<file path="config.mk">
export PLATFORM = sky130hd
export DESIGN_NAME = serial_rx_unit
export DESIGN_NICKNAME = d
export VERILOG_FILES = /design/src/rtl/serial_rx_pkg.sv /design/src/rtl/rx_baud_div.sv /design/src/rtl/rx_ctrl.sv /design/src/rtl/rx_datapath.sv /design/src/rtl/serial_rx_unit.sv
export SDC_FILE = /design/constraint.sdc
export NUM_CORES = 1
export LEC_CHECK = 0
export BUFFER_PORTS_ARGS = -buffer_cell sky130_fd_sc_hd__buf_2
export CORE_ASPECT_RATIO = 1.4
export CORE_MARGIN = 2
export CORE_UTILIZATION = 44
export DETAILED_ROUTE_END_ITERATION = 16
export GPL_ROUTABILITY_DRIVEN = 0
export GPL_TIMING_DRIVEN = 0
export REMOVE_ABC_BUFFERS = 1
export SYNTH_ARGS = -nofsm -noshare
export SYNTH_HDL_FRONTEND = slang
export SYNTH_HIERARCHICAL = 1
export SYNTH_SLANG_ARGS = --single-unit
</file>
<file path="constraint.sdc">
create_clock -name clk -period 5.6 [get_ports clk]
set_input_delay 1.12 -clock clk [delete_from_list [all_inputs] [get_ports clk]]
set_output_delay 1.12 -clock clk [all_outputs]
set_load 0.02 [all_outputs]
</file>
<file path="src/rtl/serial_rx_pkg.sv">
package serial_rx_pkg;

  typedef enum logic [1:0] {
    PAR_NONE = 2'b00,
    PAR_ZERO = 2'b01,
    PAR_ODD  = 2'b10,
    PAR_EVEN = 2'b11
  } parMode_e;

  // strobes from control to datapath
  typedef struct packed {
    logic       clear;
    logic       capture;
    logic [2:0] bitIdx;
    logic       parSample;
    logic       finish;
  } rxStrobe_t;

endpackage

</file>
<file path="src/rtl/rx_baud_div.sv">
module rx_baud_div #(
  parameter int DIV_W = 8
) (
  input  logic             clk,
  input  logic             rstN,
  input  logic             run,
  input  logic [DIV_W-1:0] divisor,
  output logic             tick
);
  logic [DIV_W-1:0] count;
  logic             wrapNow;

  // a divisor of 0 behaves like 1
  assign wrapNow = (divisor == '0) || (count >= divisor - DIV_W'(1));

  always_ff @(posedge clk or negedge rstN) begin
    if (!rstN) begin
      count <= '0;
      tick  <= 1'b0;
    end else if (!run) begin
      count <= '0;
      tick  <= 1'b0;
    end else if (wrapNow) begin
      count <= '0;
      tick  <= 1'b1;
    end else begin
      count <= count + DIV_W'(1);
      tick  <= 1'b0;
    end
  end
endmodule

</file>
<file path="src/rtl/rx_ctrl.sv">
module rx_ctrl
  import serial_rx_pkg::*;
#(
  parameter int OVS = 16
) (
  input  logic       clk,
  input  logic       rstN,
  input  logic       active,
  input  logic       tick,
  input  logic       rxBit,
  input  logic [1:0] parityMode,
  input  logic       charLen8,
  output rxStrobe_t  strb
);
  localparam int CNT_W = (OVS > 2) ? $clog2(OVS) : 1;
  localparam logic [CNT_W-1:0] HALF_LAST = CNT_W'(OVS / 2 - 1);
  localparam logic [CNT_W-1:0] FULL_LAST = CNT_W'(OVS - 1);

  typedef enum logic [2:0] {S_IDLE, S_START, S_DATA, S_PAR, S_STOP} state_e;

  state_e     state;
  logic [CNT_W-1:0] cnt;
  logic [2:0] bitIdx;
  logic       midHit, fullHit, lastBit;

  assign midHit  = tick && (cnt == HALF_LAST);
  assign fullHit = tick && (cnt == FULL_LAST);
  assign lastBit = (bitIdx == (charLen8 ? 3'd7 : 3'd6));

  always_ff @(posedge clk or negedge rstN) begin
    if (!rstN) begin
      state  <= S_IDLE;
      cnt    <= '0;
      bitIdx <= '0;
    end else if (!active) begin
      state  <= S_IDLE;
      cnt    <= '0;
      bitIdx <= '0;
    end else if (tick) begin
      case (state)
        S_IDLE: begin
          cnt    <= '0;
          bitIdx <= '0;
          if (!rxBit) state <= S_START;
        end
        S_START: begin
          if (midHit) begin
            cnt   <= '0;
            state <= rxBit ? S_IDLE : S_DATA;
          end else begin
            cnt <= cnt + CNT_W'(1);
          end
        end
        S_DATA: begin
          if (fullHit) begin
            cnt <= '0;
            if (lastBit) begin
              bitIdx <= '0;
              state  <= (parityMode == PAR_NONE) ? S_STOP : S_PAR;
            end else begin
              bitIdx <= bitIdx + 3'd1;
            end
          end else begin
            cnt <= cnt + CNT_W'(1);
          end
        end
        S_PAR: begin
          if (fullHit) begin
            cnt   <= '0;
            state <= S_STOP;
          end else begin
            cnt <= cnt + CNT_W'(1);
          end
        end
        S_STOP: begin
          if (fullHit) begin
            cnt   <= '0;
            state <= S_IDLE;
          end else begin
            cnt <= cnt + CNT_W'(1);
          end
        end
        default: state <= S_IDLE;
      endcase
    end
  end

  always_comb begin
    strb.clear     = active && (state == S_IDLE) && tick && !rxBit;
    strb.capture   = active && (state == S_DATA) && fullHit;
    strb.bitIdx    = bitIdx;
    strb.parSample = active && (state == S_PAR) && fullHit;
    strb.finish    = active && (state == S_STOP) && fullHit;
  end
endmodule

</file>
<file path="src/rtl/rx_datapath.sv">
module rx_datapath
  import serial_rx_pkg::*;
(
  input  logic       clk,
  input  logic       rstN,
  input  logic       powerOn,
  input  rxStrobe_t  strb,
  input  logic       rxBit,
  input  logic [1:0] parityMode,
  input  logic       readAck,
  output logic [7:0] rxData,
  output logic       rxValid,
  output logic       parityErr,
  output logic       frameErr,
  output logic       overrunErr,
  output logic       errIrq
);
  logic [7:0] shiftReg;
  logic       parAcc;
  logic       parBad, frameBad, overBad;

  always_comb begin
    parBad   = ((parityMode == PAR_ODD)  && !parAcc) ||
               ((parityMode == PAR_EVEN) &&  parAcc);
    frameBad = !rxBit;
    overBad  = rxValid && !readAck;
  end

  always_ff @(posedge clk or negedge rstN) begin
    if (!rstN) begin
      shiftReg <= '0;
      parAcc   <= 1'b0;
    end else if (!powerOn || strb.clear) begin
      shiftReg <= '0;
      parAcc   <= 1'b0;
    end else if (strb.capture) begin
      shiftReg[strb.bitIdx] <= rxBit;
      parAcc                <= parAcc ^ rxBit;
    end else if (strb.parSample) begin
      parAcc <= parAcc ^ rxBit;
    end
  end

  always_ff @(posedge clk or negedge rstN) begin
    if (!rstN) begin
      rxData     <= '0;
      rxValid    <= 1'b0;
      parityErr  <= 1'b0;
      frameErr   <= 1'b0;
      overrunErr <= 1'b0;
      errIrq     <= 1'b0;
    end else if (!powerOn) begin
      rxData     <= '0;
      rxValid    <= 1'b0;
      parityErr  <= 1'b0;
      frameErr   <= 1'b0;
      overrunErr <= 1'b0;
      errIrq     <= 1'b0;
    end else if (strb.finish) begin
      rxData     <= shiftReg;
      rxValid    <= 1'b1;
      parityErr  <= parBad;
      frameErr   <= frameBad;
      overrunErr <= overBad;
      errIrq     <= parBad || frameBad || overBad;
    end else begin
      errIrq <= 1'b0;
      if (readAck) rxValid <= 1'b0;
    end
  end
endmodule

</file>
<file path="src/rtl/serial_rx_unit.sv">
module serial_rx_unit
  import serial_rx_pkg::*;
#(
  parameter int OVS   = 16,
  parameter int DIV_W = 8
) (
  input  logic             clk,
  input  logic             rstN,
  input  logic             powerOn,
  input  logic             rxEnable,
  input  logic [1:0]       parityMode,
  input  logic             charLen8,
  input  logic [DIV_W-1:0] divisor,
  input  logic             rxLine,
  input  logic             readAck,
  output logic [7:0]       rxData,
  output logic             rxValid,
  output logic             parityErr,
  output logic             frameErr,
  output logic             overrunErr,
  output logic             errIrq
);
  localparam int SYNC_STAGES = 2;

  logic [SYNC_STAGES-1:0] lineSync;
  logic [SYNC_STAGES-1:0] enSync;
  logic                   tick;
  logic                   active;
  logic                   rxBit;
  rxStrobe_t              strb;

  always_ff @(posedge clk or negedge rstN) begin
    if (!rstN) begin
      lineSync <= '1;
      enSync   <= '0;
    end else begin
      lineSync <= {lineSync[SYNC_STAGES-2:0], rxLine};
      enSync   <= {enSync[SYNC_STAGES-2:0], rxEnable};
    end
  end

  assign rxBit  = lineSync[SYNC_STAGES-1];
  assign active = powerOn && enSync[SYNC_STAGES-1];

  rx_baud_div #(.DIV_W(DIV_W)) u_div (
    .clk(clk), .rstN(rstN), .run(powerOn), .divisor(divisor), .tick(tick)
  );

  rx_ctrl #(.OVS(OVS)) u_ctrl (
    .clk(clk), .rstN(rstN), .active(active), .tick(tick), .rxBit(rxBit),
    .parityMode(parityMode), .charLen8(charLen8), .strb(strb)
  );

  rx_datapath u_dp (
    .clk(clk), .rstN(rstN), .powerOn(powerOn), .strb(strb), .rxBit(rxBit),
    .parityMode(parityMode), .readAck(readAck), .rxData(rxData),
    .rxValid(rxValid), .parityErr(parityErr), .frameErr(frameErr),
    .overrunErr(overrunErr), .errIrq(errIrq)
  );
endmodule

</file>
# --- Word level (Yosys, flattened, before mapping) ---
# Cells that the tools add are included.
word_totals:
  register_bits: 45
  inputBits: 17
  output_inout_bits: 13
  elab_cells: 124
classes:
  add_sub_neg: 4
  order_cmp: 3
  eq_ne: 20
  mux: 47
  bitwise: 1
  reduce_logical: 34
op_table:
  columns: ["op", "count"]
  rows:
  - ["$mux W8", 6]
  - ["$mux W3", 13]
  - ["$ne A3 B3 Y1 const B", 7]
  - ["$mux W1", 18]
  - ["$logic_and A1 B1 Y1", 16]
  - ["$mux W4", 4]
  - ["$pmux W3 S5", 1]
  - ["$pmux W4 S3", 1]
  - ["$add A8 B1 Y8 const B", 1]
  - ["$bwmux W8", 1]
  - ["$ge A8 B8 Y1", 1]
  - ["$logic_not A8 Y1", 1]
  - ["$sub A8 B1 Y8 const B", 1]
  - ["$reduce_and A7 Y1", 1]
  - ["$eq A3 B2 Y1 const B", 2]
  - ["$pmux W3 S2", 1]
  - ["$logic_or A1 B1 Y1", 5]
  - ["$add A4 B1 Y4 const B", 1]
  - ["$eq A2 B2 Y1 const B", 2]
  - ["$eq A4 B3 Y1 const B", 1]
  - ["$eq A4 B4 Y1 const B", 1]
  - ["$logic_not A1 Y1", 4]
  - ["$lt A3 B4 Y1 const B", 1]
  - ["$ne A4 B4 Y1 const B", 1]
  - ["18 further kinds", 18]

# --- Depth between registers and ports, before layout ---
# Gate-level depths: netlist (run 1).
depth:
  depth_word: 7
  mapped_depth: 9
  ltp_nobuf: 9

# --- Modules after synthesis ---
# The synthesis (run 1) kept the hierarchy.
by_module_without_submodules:
  columns: ["module", "instances", "cells_per_inst", "area_each_um2", "seq_area_each_um2"]
  rows:
  - ["rx_datapath", 1, 85, 1027.2, 550.5]
  - ["rx_baud_div", 1, 76, 719.4, 225.2]
  - ["rx_ctrl", 1, 83, 694.4, 250.2]
  - ["serial_rx_unit", 1, 5, 108.9, 102.6]

# --- Least setup slack after synthesis (run 1) ---
# Ideal clock, no wire load.
synth_timing:
  path_kind: "input-to-reg"
  start: "in divisor[2]"
  end: "reg u_div.tick"
  setup_ps: 119
  arrival_ps: 2718
  required_ps: 5481
  setup_slack_ps: 2763
  stages: 8
  n_path_buf: 0
  path_cell_list: "nor3_1 -> nor3b_1 -> xnor2_1 -> ha_1 -> a211o_1 -> o211ai_1 -> o211ai_2 -> and2_1"
synth_via:
  elab_chain_cells: 5
  elab_cells_between_ends: 6
  classes_between: "1 x add/sub; 1 x order compare; 2 x mux; 2 x reduce/logical"
synth_rtl:
  columns: ["item", "line", "text"]
  rows:
  - ["start, declared", "serial_rx_unit.sv:13", "input logic [DIV_W-1:0] divisor,"]
  - ["$sub A8 B1 Y8", "rx_baud_div.sv:14", "assign wrapNow = (divisor == '0) || (count >= divisor - DIV_W'(1));"]
  - ["$ge A8 B8 Y1", "rx_baud_div.sv:14", null]
  - ["$logic_or A1 B1 Y1 *", "rx_baud_div.sv:14", null]
  - ["$mux W1 *", "rx_baud_div.sv:23", "end else if (wrapNow) begin"]
  - ["$mux W1 *", "rx_baud_div.sv:20", "end else if (!run) begin"]
  - ["end signal, assigned", "rx_baud_div.sv:19", "tick <= 1'b0;"]
  - ["end signal, assigned", "rx_baud_div.sv:22", "tick <= 1'b0;"]
  - ["end signal, assigned", "rx_baud_div.sv:25", "tick <= 1'b1;"]
  - ["end, declared", "rx_baud_div.sv:8", "output logic tick"]
# Mark *: on every way between the ends. The rest lies on a longest branch, timed or not.
# A chain may end at the register's enable or synchronous reset.

==> impl_metrics.json, run 1 <==
{
  "ys.flop_type": "dfrtp_1",
  "slowest_delay_ns": 0.68,
  "yosysWarnings": 6,
  "postCtsResizedCells": 0,
  "post_drt_wl_per_cell_um": 14.2,
  "p_leak_uw": 0.00129,
  "core_sq_um": 5570,
  "gr-usage-all-layers_pct": 17.7,
  "critPathTopFamily": "simple AND/OR/NAND/NOR gates",
  "layout.core_utilization_pct": 51.0,
  "ctsLongestPathBuffers": 2,
  "vias": 1894,
  "tightest_slew_ns": 0.981,
  "drc_errors": 0,
  "power.density_nw_per_um2": 224,
  "hold_viol_final": 0,
  "final_common_cell": "dfrtp_1",
  "detail_route.first_pass.iterations": 4,
  "clk_pin_slew_worst_paths_ns": 0.09,
  "grt_antenna_before_repair": 0,
  "layout_common_cells": "dfrtp_1 (43), buf_2 (29), nor2_1 (22), nand2_1 (20), mux2i_1 (19)",
  "die_w_um": 68.3,
  "drive_above_1_share_pct": 17.9,
  "dieHeight_um": 94.1,
  "wl_mm": 4.93,
  "grt_pass1_wl_mm": 8.75,
  "area_growth_pct": 11.3,
  "regArea_sq_um": 1130,
  "slew_headroom_pct": 34.6,
  "fin_setup_tns_ns": 0,
  "worst-path-buf-inv": 1,
  "synth-seq-cells": 45,
  "async_flop_share_pct": 100,
  "ant_nets": 0,
  "fmax_mhz": 321,
  "setup-violations-final": 0,
  "syn_area_sq_um": 2550,
  "critPathLaunchType": "primary input",
  "critPathArrivalTime_ns": 3.29,
  "cts_sinks": 45,
  "syn_inst": 249,
  "fin_ws_ns": 2.48,
  "slowest_stage": "nor3_1",
  "grt_pass1_vias": 1877,
  "power_uw": 637,
  "synth_top_area_share_pct": 42.2,
  "hold_buffers": 0,
  "worstPathRequired_ns": 5.77,
  "grt_max_degree": 46,
  "ys_top_cells_by_area": "dfrtp_1 (42%), mux2i_1 (7.5%), ha_1 (6.4%)",
  "initial_core_util_pct": 45.8,
  "avgSynthCellArea_sq_um": 10.2,
  "drv_slew": 0,
  "synth_edf_count": 0,
  "layout_min_cycle_time_ns": 3.12,
  "gr-total-overflow": 0,
  "status": "finished, final reports clean",
  "clkLatencyLatePin_ns": 0.29,
  "holdWs_ns": 0.363,
  "place_ws_ns": 2.13,
  "cts_buffers": 5,
  "critical_path_class": "primary input to register",
  "ir_drop_v": 0.000106,
  "io_pins": 30,
  "nFillCells": 523,
  "rows": 32,
  "synth_area_leader_cell": "dfrtp_1",
  "multi_input_area_sq_um": 1330,
  "layout.nets": 308,
  "die-area_sq_um": 6430,
  "maxCapViolCount": 0,
  "netlist-cell-type-count": 49,
  "crit_fanout": 25,
  "dp_hpwl_mm": 3.57,
  "vias_per_cell": 5.46,
  "path_cells": "buf_2 -> and2_1 -> nand3b_1 -> nor3_1 -> nor4b_4 -> mux2i_1 -> nor2_1",
  "worst_setup_path_end_kind": "register",
  "drt-initial-drc-count": 103,
  "post_cts_buffers": 0,
  "place.port_buffers": 29,
  "seq_area_frac_synth_pct": 44.3,
  "period_share_pct": 55.7,
  "grt_setup_unrepaired": "false",
  "hold_path.class": "register to register",
  "clk_root_buffer_cell": "clkbuf_8",
  "diodes": 0,
  "cts_tree": "built",
  "cts_max_level": 2,
  "skew_ns": 0.00674
}
-- metrics by stage --
step	cells	cell area, sq um
6_report	347	2840
4_1_cts	347	2840
5_1_grt	347	2840
2_1_floorplan	240	2500
3_3_place_gp	337	2730
3_5_place_dp	339	2750
-- kinds of logic (layout without fill, tap and decap cells) --
group                    count (synthesis)  in the layout  synth area share [%]
adder cells (fa/ha/maj)                 14             14                  6.77
AND/OR/NAND/NOR                        102            102                  23.6
flip-flops                              45             45                  44.3
multiplexers                            20             20                  7.90
XOR/XNOR                                15             15                  5.15
AO/OA/AOI/OAI                           33             33                  8.59
buffers and inverters                   20             50                  3.73
-- cell type report --
cell class              instances  share of cell area [%]
flip-flops and latches         45                    39.8
multi-input cells             184                    47.0
clock inverters                 3                   0.750
well taps                      68                    3.00
repair buffers                 31                    5.64
clock buffers                   5                    2.43
inverters                      11                    1.46
-- cells in the mapped netlist, types with 5 or more instances --
| library cell | count |
|---|---|
| nor3b_1 | 5 |
| xnor2_1 | 10 |
| nor2b_1 | 12 |
| nand2_1 | 20 |
| ha_1 | 13 |
| dfrtp_1 | 43 |
| o21ai_0 | 11 |
| nor2_1 | 22 |
| xor2_1 | 5 |
| inv_1 | 11 |
| nand3_1 | 5 |
| mux2i_1 | 19 |
| nor3_1 | 7 |
-- per-layer routing --
metal	routed length, um	GRT usage (%)	vias up
met5	0	0	-
met4	74	6.00	0
met3	108	2.64	6
met2	2600	31.3	26
met1	2140	21.2	929
li1	-	-	933
-- power by group --
group / leakage (uW) / internal [uW] / switching [uW]
clock: 0.0000445 / 88.6 / 113
sequential: 0.000613 / 335 / 20.9
combinational: 0.000629 / 33.3 / 46.2
total: 0.00129 / 457 / 180
-- worst register-to-register path, stage by stage (launching register included) --
cell	delay [ns]
dfrtp_1	0.40
ha_1	0.27
nand4_2	0.19
nor3_1	0.74
nor4b_4	0.34
mux2i_1	0.21
nor2_1	0.06
-- path summary, 6_finish.rpt --
| path | startpoint | end | slack [ns] | depth (start not counted) |
|---|---|---|---|---|
| max | powerOn | u_dp/shiftReg[0]$_DFFE_PN0P_ | 2.48 | 7 |
| max reg2reg | u_ctrl/cnt[0]$_DFFE_PN0P_ | u_dp/shiftReg[0]$_DFFE_PN0P_ | 3.28 | 6 |
| min reg2reg | lineSync[0]$_DFF_PN1_ | lineSync[1]$_DFF_PN1_ | 0.36 | 0 |
| max in group asynchronous | rstN | u_div/count[7]$_DFF_PN0_ | 4.01 | 1 |
| min in group asynchronous | rstN | u_dp/parityErr$_DFFE_PN0P_ | 0.98 | 1 |
| min | lineSync[0]$_DFF_PN1_ | lineSync[1]$_DFF_PN1_ | 0.36 | 0 |
-- registers in the layout, summed over array words and instances, names as in the netlist, 2 cells and up --
name	flops
u_dp/rxData	8
lineSync	2
enSync	2
u_ctrl/bitIdx	3
u_dp/shiftReg	8
u_div/count	8
u_ctrl/cnt	4
u_ctrl/state	3
Note: power is estimated with default switching activity, not from simulation.
==> inputs of run 2 (changes only) <==
--- a/config.mk
+++ b/config.mk
@@ -5,6 +5,7 @@
 export SDC_FILE = /design/constraint.sdc
 export NUM_CORES = 1
 export LEC_CHECK = 0
+export ABC_AREA = 1
 export BUFFER_PORTS_ARGS = -buffer_cell sky130_fd_sc_hd__buf_2
 export CORE_ASPECT_RATIO = 1.4
 export CORE_MARGIN = 2
@@ -12,6 +13,7 @@
 export DETAILED_ROUTE_END_ITERATION = 16
 export GPL_ROUTABILITY_DRIVEN = 0
 export GPL_TIMING_DRIVEN = 0
+export PLACE_DENSITY = 0.65
 export REMOVE_ABC_BUFFERS = 1
 export SYNTH_ARGS = -nofsm -noshare
 export SYNTH_HDL_FRONTEND = slang
==> constraint.sdc (replaced) <==
create_clock -name clk -period 2.7 [get_ports clk]
set_input_delay 0.54 -clock clk [delete_from_list [all_inputs] [get_ports clk]]
set_output_delay 0.54 -clock clk [all_outputs]
set_load 0.02 [all_outputs]
==> impl_metrics.json, run 2 <==
{
  "status": "finished, final reports clean",
  "reg_top3": "u_div/count x8, u_dp/rxData x8, u_dp/shiftReg x8",
  "drc_errors": 0,
  "detail_route.first_pass.iterations": 4,
  "synth_edf_count": 0,
  "wl_mm": 5.17,
  "yosysWarnings": 6,
  "syn_inst": 350,
  "hold_viol_final": 0,
  "tightest_slew_ns": 1.00,
  "post_drt_wl_per_cell_um": 11.4,
  "avgSynthCellArea_sq_um": 7.71,
  "place.port_buffers": 29,
  "fin_setup_tns_ns": 0,
  "netlist-cell-type-count": 33,
  "clkLatencyLatePin_ns": 0.30,
  "post_cts_buffers": 0,
  "grt_setup_unrepaired": "false",
  "vias": 2225,
  "async_flop_share_pct": 100,
  "layout_common_cells": "nand2_1 (116), inv_1 (44), dfrtp_1 (43), nand3_1 (39), buf_2 (29)",
  "fmax_mhz": 412,
  "dp.cells": 444,
  "worst_setup_path_end_kind": "register",
  "cts_max_level": 2,
  "initial_core_util_pct": 45.7,
  "seq_area_frac_synth_pct": 41.8,
  "ant_nets": 0,
  "grt_max_degree": 46,
  "vias_per_cell": 4.92,
  "reg2reg_slack_ns": 0.57,
  "layout_min_cycle_time_ns": 2.43,
  "ir_drop_v": 0.000239,
  "cts_tree": "built",
  "worstPathRequired_ns": 2.90,
  "layout.nets": 411,
  "critPathArrivalTime_ns": 2.63,
  "grt_antenna_before_repair": 0,
  "synth_area_leader_cell": "dfrtp_1",
  "clk_root_buffer_cell": "clkbuf_8",
  "die-area_sq_um": 6790,
  "die_w_um": 70.2,
  "p_leak_uw": 0.00168,
  "hold_path.class": "primary input to register",
  "critical_path_class": "primary input to register",
  "clk_pin_slew_worst_paths_ns": 0.08,
  "postCtsResizedCells": 1,
  "cts_buffers": 5,
  "gr-total-overflow": 0,
  "cts_sinks": 45,
  "synth.most_common_cell": "nand2_1",
  "synth_top_area_share_pct": 39.9,
  "period_share_pct": 89.9,
  "core_sq_um": 5900,
  "grt_pass1_vias": 2162,
  "drt-initial-drc-count": 117,
  "drive_above_1_share_pct": 17.3,
  "diodes": 0,
  "nFillCells": 588,
  "hold_buffers": 0,
  "ys.flop_type": "dfrtp_1",
  "maxCapViolCount": 0,
  "io_pins": 30,
  "area_growth_pct": 11.6,
  "dieHeight_um": 96.7,
  "drv_slew": 0,
  "final_common_cell": "nand2_1",
  "slew_headroom_pct": 33.3,
  "setup-violations-final": 0,
  "crit_fanout": 18,
  "power.density_nw_per_um2": 453,
  "stdcell_count": 452,
  "skew_ns": 0.00567,
  "critPathLaunchType": "primary input",
  "grt_pass1_wl_mm": 9.30,
  "syn_area_sq_um": 2700,
  "gr-usage-all-layers_pct": 16.5,
  "rows": 33,
  "synth_common_cells": "nand2_1 (116), inv_1 (44), dfrtp_1 (43), nand3_1 (39), nor2_1 (25)",
  "ys_top_cells_by_area": "dfrtp_1 (40%), nand2_1 (16%), nand3_1 (7.2%)",
  "ctsLongestPathBuffers": 2,
  "dp_hpwl_mm": 3.74,
  "synth-seq-cells": 45
}
## run 2: final cells by class
cell class              count  area (sq um)  share of cell area (%)
clock buffers               6          72.6                    2.41
clock inverters             2          38.8                    1.29
inverters                  47           176                    5.86
multi-input cells         253          1360                    45.3
flip-flops and latches     45          1130                    37.5
well taps                  70          87.6                    2.91
repair buffers             29           145                    4.82
## run 2: logic make-up (layout without fill, tap and decap cells)
group / count (synthesis) / after routing / share of synthesized area, %
adder cells (fa/ha/maj): 13 / 13 / 6.02
flip-flops: 45 / 45 / 41.8
buffers and inverters: 52 / 84 / 8.20
XOR/XNOR: 14 / 14 / 4.54
AO/OA/AOI/OAI: 16 / 16 / 3.61
AND/OR/NAND/NOR: 210 / 210 / 35.8
## run 2: routing by layer
| layer | vias up | routed length (um) | share of wire, % | GRT usage (%) |
|---|---|---|---|---|
| li1 | 1160 | - | - | - |
| met1 | 1030 | 2330 | 45 | 18.7 |
| met2 | 29 | 2640 | 51 | 30.8 |
| met3 | 6 | 121 | 2.3 | 3.02 |
| met4 | 0 | 77 | 1.5 | 5.47 |
| met5 | - | 0 | 0 | 0 |
## run 2: metrics by stage
step,utilization [%],instance area (sq um),total power (uW),hold slack (ns),worst slack [ns]
floorplan,-,2660,810,0.244,0.479
global placement,48.9,2890,863,0.335,-0.359
detailed placement,48.9,2890,868,0.339,-0.460
CTS,50.8,3000,1390,0.315,0.124
global route,51.0,3010,1440,0.315,0.0736
finish,51.0,3010,1370,0.328,0.274
## run 2: final timing paths
path	cells past startpoint	startpoint	to
hold reg to reg	0	lineSync[0]$_DFF_PN1_	lineSync[1]$_DFF_PN1_
setup / recovery	10	powerOn	u_dp/shiftReg[5]$_DFFE_PN0P_
max in group asynchronous	1	rstN	u_div/count[3]$_DFF_PN0_
setup reg to reg	9	enSync[1]$_DFF_PN0_	u_dp/shiftReg[5]$_DFFE_PN0P_
hold / removal	1	rxLine	lineSync[0]$_DFF_PN1_
min in group asynchronous	1	rstN	u_div/count[7]$_DFF_PN0_
## run 2: where the power goes
group	switching, uW	internal, uW	leakage, uW
combinational	99.8	50.9	0.00102
sequential	15.5	686	0.000614
clock	236	278	0.0000554
total	351	1010	0.00168
## run 2: critical path: stages
cell	delay, ns
buf_2	0.32
nand2_1	0.09
inv_1	0.32
inv_1	0.20
nor4_2	0.49
inv_1	0.14
nand3_1	0.25
nand3_1	0.12
nand2_1	0.10
inv_1	0.04
==> inputs of run 3 (changes only) <==
==> constraint.sdc (replaced) <==
create_clock -name clk -period 2.7 [get_ports clk]
set_input_delay 0.27 -clock clk [delete_from_list [all_inputs] [get_ports clk]]
set_output_delay 0.27 -clock clk [all_outputs]
set_load 0.02 [all_outputs]
==> impl_metrics.json, run 3 (synthesis gave the netlist of run 2 again) <==
{
  "hold_path_depth": 1,
  "stdcell_count": 452,
  "initial_core_util_pct": 45.7,
  "critPathLaunchType": "primary input",
  "vias": 2235,
  "slowest_stage": "nor4_1",
  "rows": 33,
  "clk_root_buffer_cell": "clkbuf_8",
  "startpoint": "powerOn",
  "cts_buffers": 5,
  "dp.cells": 444,
  "ctsLongestPathBuffers": 2,
  "grt_max_degree": 46,
  "fmax_mhz": 423,
  "vias_per_cell": 4.94,
  "place_area_sq_um": 2890,
  "reg_top3": "u_div/count x8, u_dp/rxData x8, u_dp/shiftReg x8",
  "p_clk_share_pct": 37.6,
  "critPathTopFamily": "simple AND/OR/NAND/NOR gates",
  "regArea_sq_um": 1130,
  "slew_headroom_pct": 33.5,
  "cts_max_level": 2,
  "cp.depth": 10,
  "hold_end": "lineSync[0]$_DFF_PN1_",
  "final_common_cell": "nand2_1",
  "swShare_pct": 25.6,
  "dieHeight_um": 96.7,
  "post_drt_wl_per_cell_um": 11.4,
  "worstPathRequired_ns": 2.90,
  "die-area_sq_um": 6790,
  "maxCapViolCount": 0,
  "grt_pass1_wl_mm": 9.30,
  "hp-start": "rxLine",
  "die_w_um": 70.2,
  "grt_antenna_before_repair": 0,
  "fin_ws_ns": 0.335,
  "combPwrFrac_pct": 11.0,
  "multi_input_area_sq_um": 1350,
  "tightest_slew_ns": 0.998,
  "postLayoutCellArea_sq_um": 3000,
  "io_pins": 30,
  "place.port_buffers": 29,
  "cts_tree": "built",
  "diodes": 0,
  "r2r_cells": 9,
  "period_share_pct": 87.6,
  "wl_mm": 5.14,
  "status": "finished, final reports clean",
  "hold_path.class": "primary input to register",
  "clk_pin_slew_worst_paths_ns": 0.08,
  "worst_setup_path_end_kind": "register",
  "clkLatencyLatePin_ns": 0.30,
  "nFillCells": 590,
  "grt_pass1_vias": 2162,
  "critPathArrivalTime_ns": 2.56,
  "p_leak_uw": 0.00168,
  "drt-initial-drc-count": 150,
  "pwr-share-seq_pct": 51.4,
  "detail_route.first_pass.iterations": 4,
  "reg2reg_slack_ns": 0.36,
  "post_cts_buffers": 0,
  "layout_common_cells": "nand2_1 (116), inv_1 (44), dfrtp_1 (43), nand3_1 (39), buf_2 (29)",
  "grt_setup_unrepaired": "false",
  "area_growth_pct": 11.2,
  "worst-path-buf-inv": 5,
  "holdWs_ns": 0.0633,
  "crit_fanout": 18,
  "r2r-end": "u_dp/shiftReg[5]$_DFFE_PN0P_",
  "slowest_delay_ns": 0.66,
  "drv_slew": 0,
  "layout_min_cycle_time_ns": 2.37,
  "regToRegStartpoint": "enSync[1]$_DFF_PN0_",
  "p_int_uw": 1010,
  "ant_nets": 0,
  "hold_viol_final": 0,
  "ir_drop_v": 0.000239,
  "place_ws_ns": -0.190,
  "power.density_nw_per_um2": 454,
  "gr-usage-all-layers_pct": 16.5,
  "drc_errors": 0,
  "p_sw_uw": 349,
  "core_sq_um": 5900,
  "drive_above_1_share_pct": 17.0,
  "postCtsResizedCells": 0,
  "crit_top_cell": "inv_1",
  "layout.nets": 411,
  "path_cells": "buf_2 -> nand2_1 -> inv_1 -> inv_1 -> nor4_1 -> inv_1 -> nand3_1 -> nand3_1 -> nand2_1 -> inv_1",
  "gr-total-overflow": 0,
  "dp_hpwl_mm": 3.74,
  "skew_ns": 0.00405,
  "cts_sinks": 45,
  "hold_buffers": 0,
  "setup-violations-final": 0,
  "critical_path_class": "primary input to register"
}
-- run 3: cell counts in the layout (fill, tap and decap cells not counted) --
No cell type changed its count.
-- run 3: worst register-to-register path: cells and delay by family (launching register included) --
family,cells,cell delay [ns]
flops,1,0.33
simple gates,5,1.19
buf+inv,4,0.73
-- run 3: worst max-delay path by stage --
stage	to	slack, ns
floorplan	u_dp/errIrq$_DFF_PN0_	0.72
global placement	u_dp/errIrq$_DFF_PN0_	-0.09
detailed placement	u_dp/errIrq$_DFF_PN0_	-0.19
CTS	u_dp/errIrq$_DFF_PN0_	0.13
global route	u_dp/shiftReg[4]$_DFFE_PN0P_	0.18
finish	u_dp/shiftReg[5]$_DFFE_PN0P_	0.33
-- run 3: final cells by class --
cell class / instances / area share, %
clock inverter: 2 / 1.29
inverter: 47 / 5.88
timing repair buffer: 29 / 4.84
tap: 70 / 2.92
multi-input combinational: 253 / 45.1
sequential: 45 / 37.6
clock buffer: 6 / 2.42
-- run 3: metal layers --
metal  up-vias  GRT usage [%]  routed length (um)
met2        27           30.8                2650
met1      1042           18.7                2330
met4         0           5.47                  65
met3         4           3.02                  98
li1       1162              -                   -
met5         -              0                   0
-- run 3: power groups by stage --
stage | clock [uW] | sequential (uW) | combinational [uW]
floorplan | 0 | 711 | 99.2
global placement | 0 | 714 | 149
detailed placement | 0 | 715 | 153
CTS | 535 | 701 | 154
global route | 558 | 705 | 174
finish | 513 | 701 | 150
-- run 3: metrics by stage --
stage               utilization (%)  TNS, ns  power (uW)
global route                   50.8        0        1440
detailed placement             48.9    -1.39         868
floorplan                         -        0         810
global placement               48.9   -0.303         863
finish                         50.8        0        1360
CTS                            50.8        0        1390
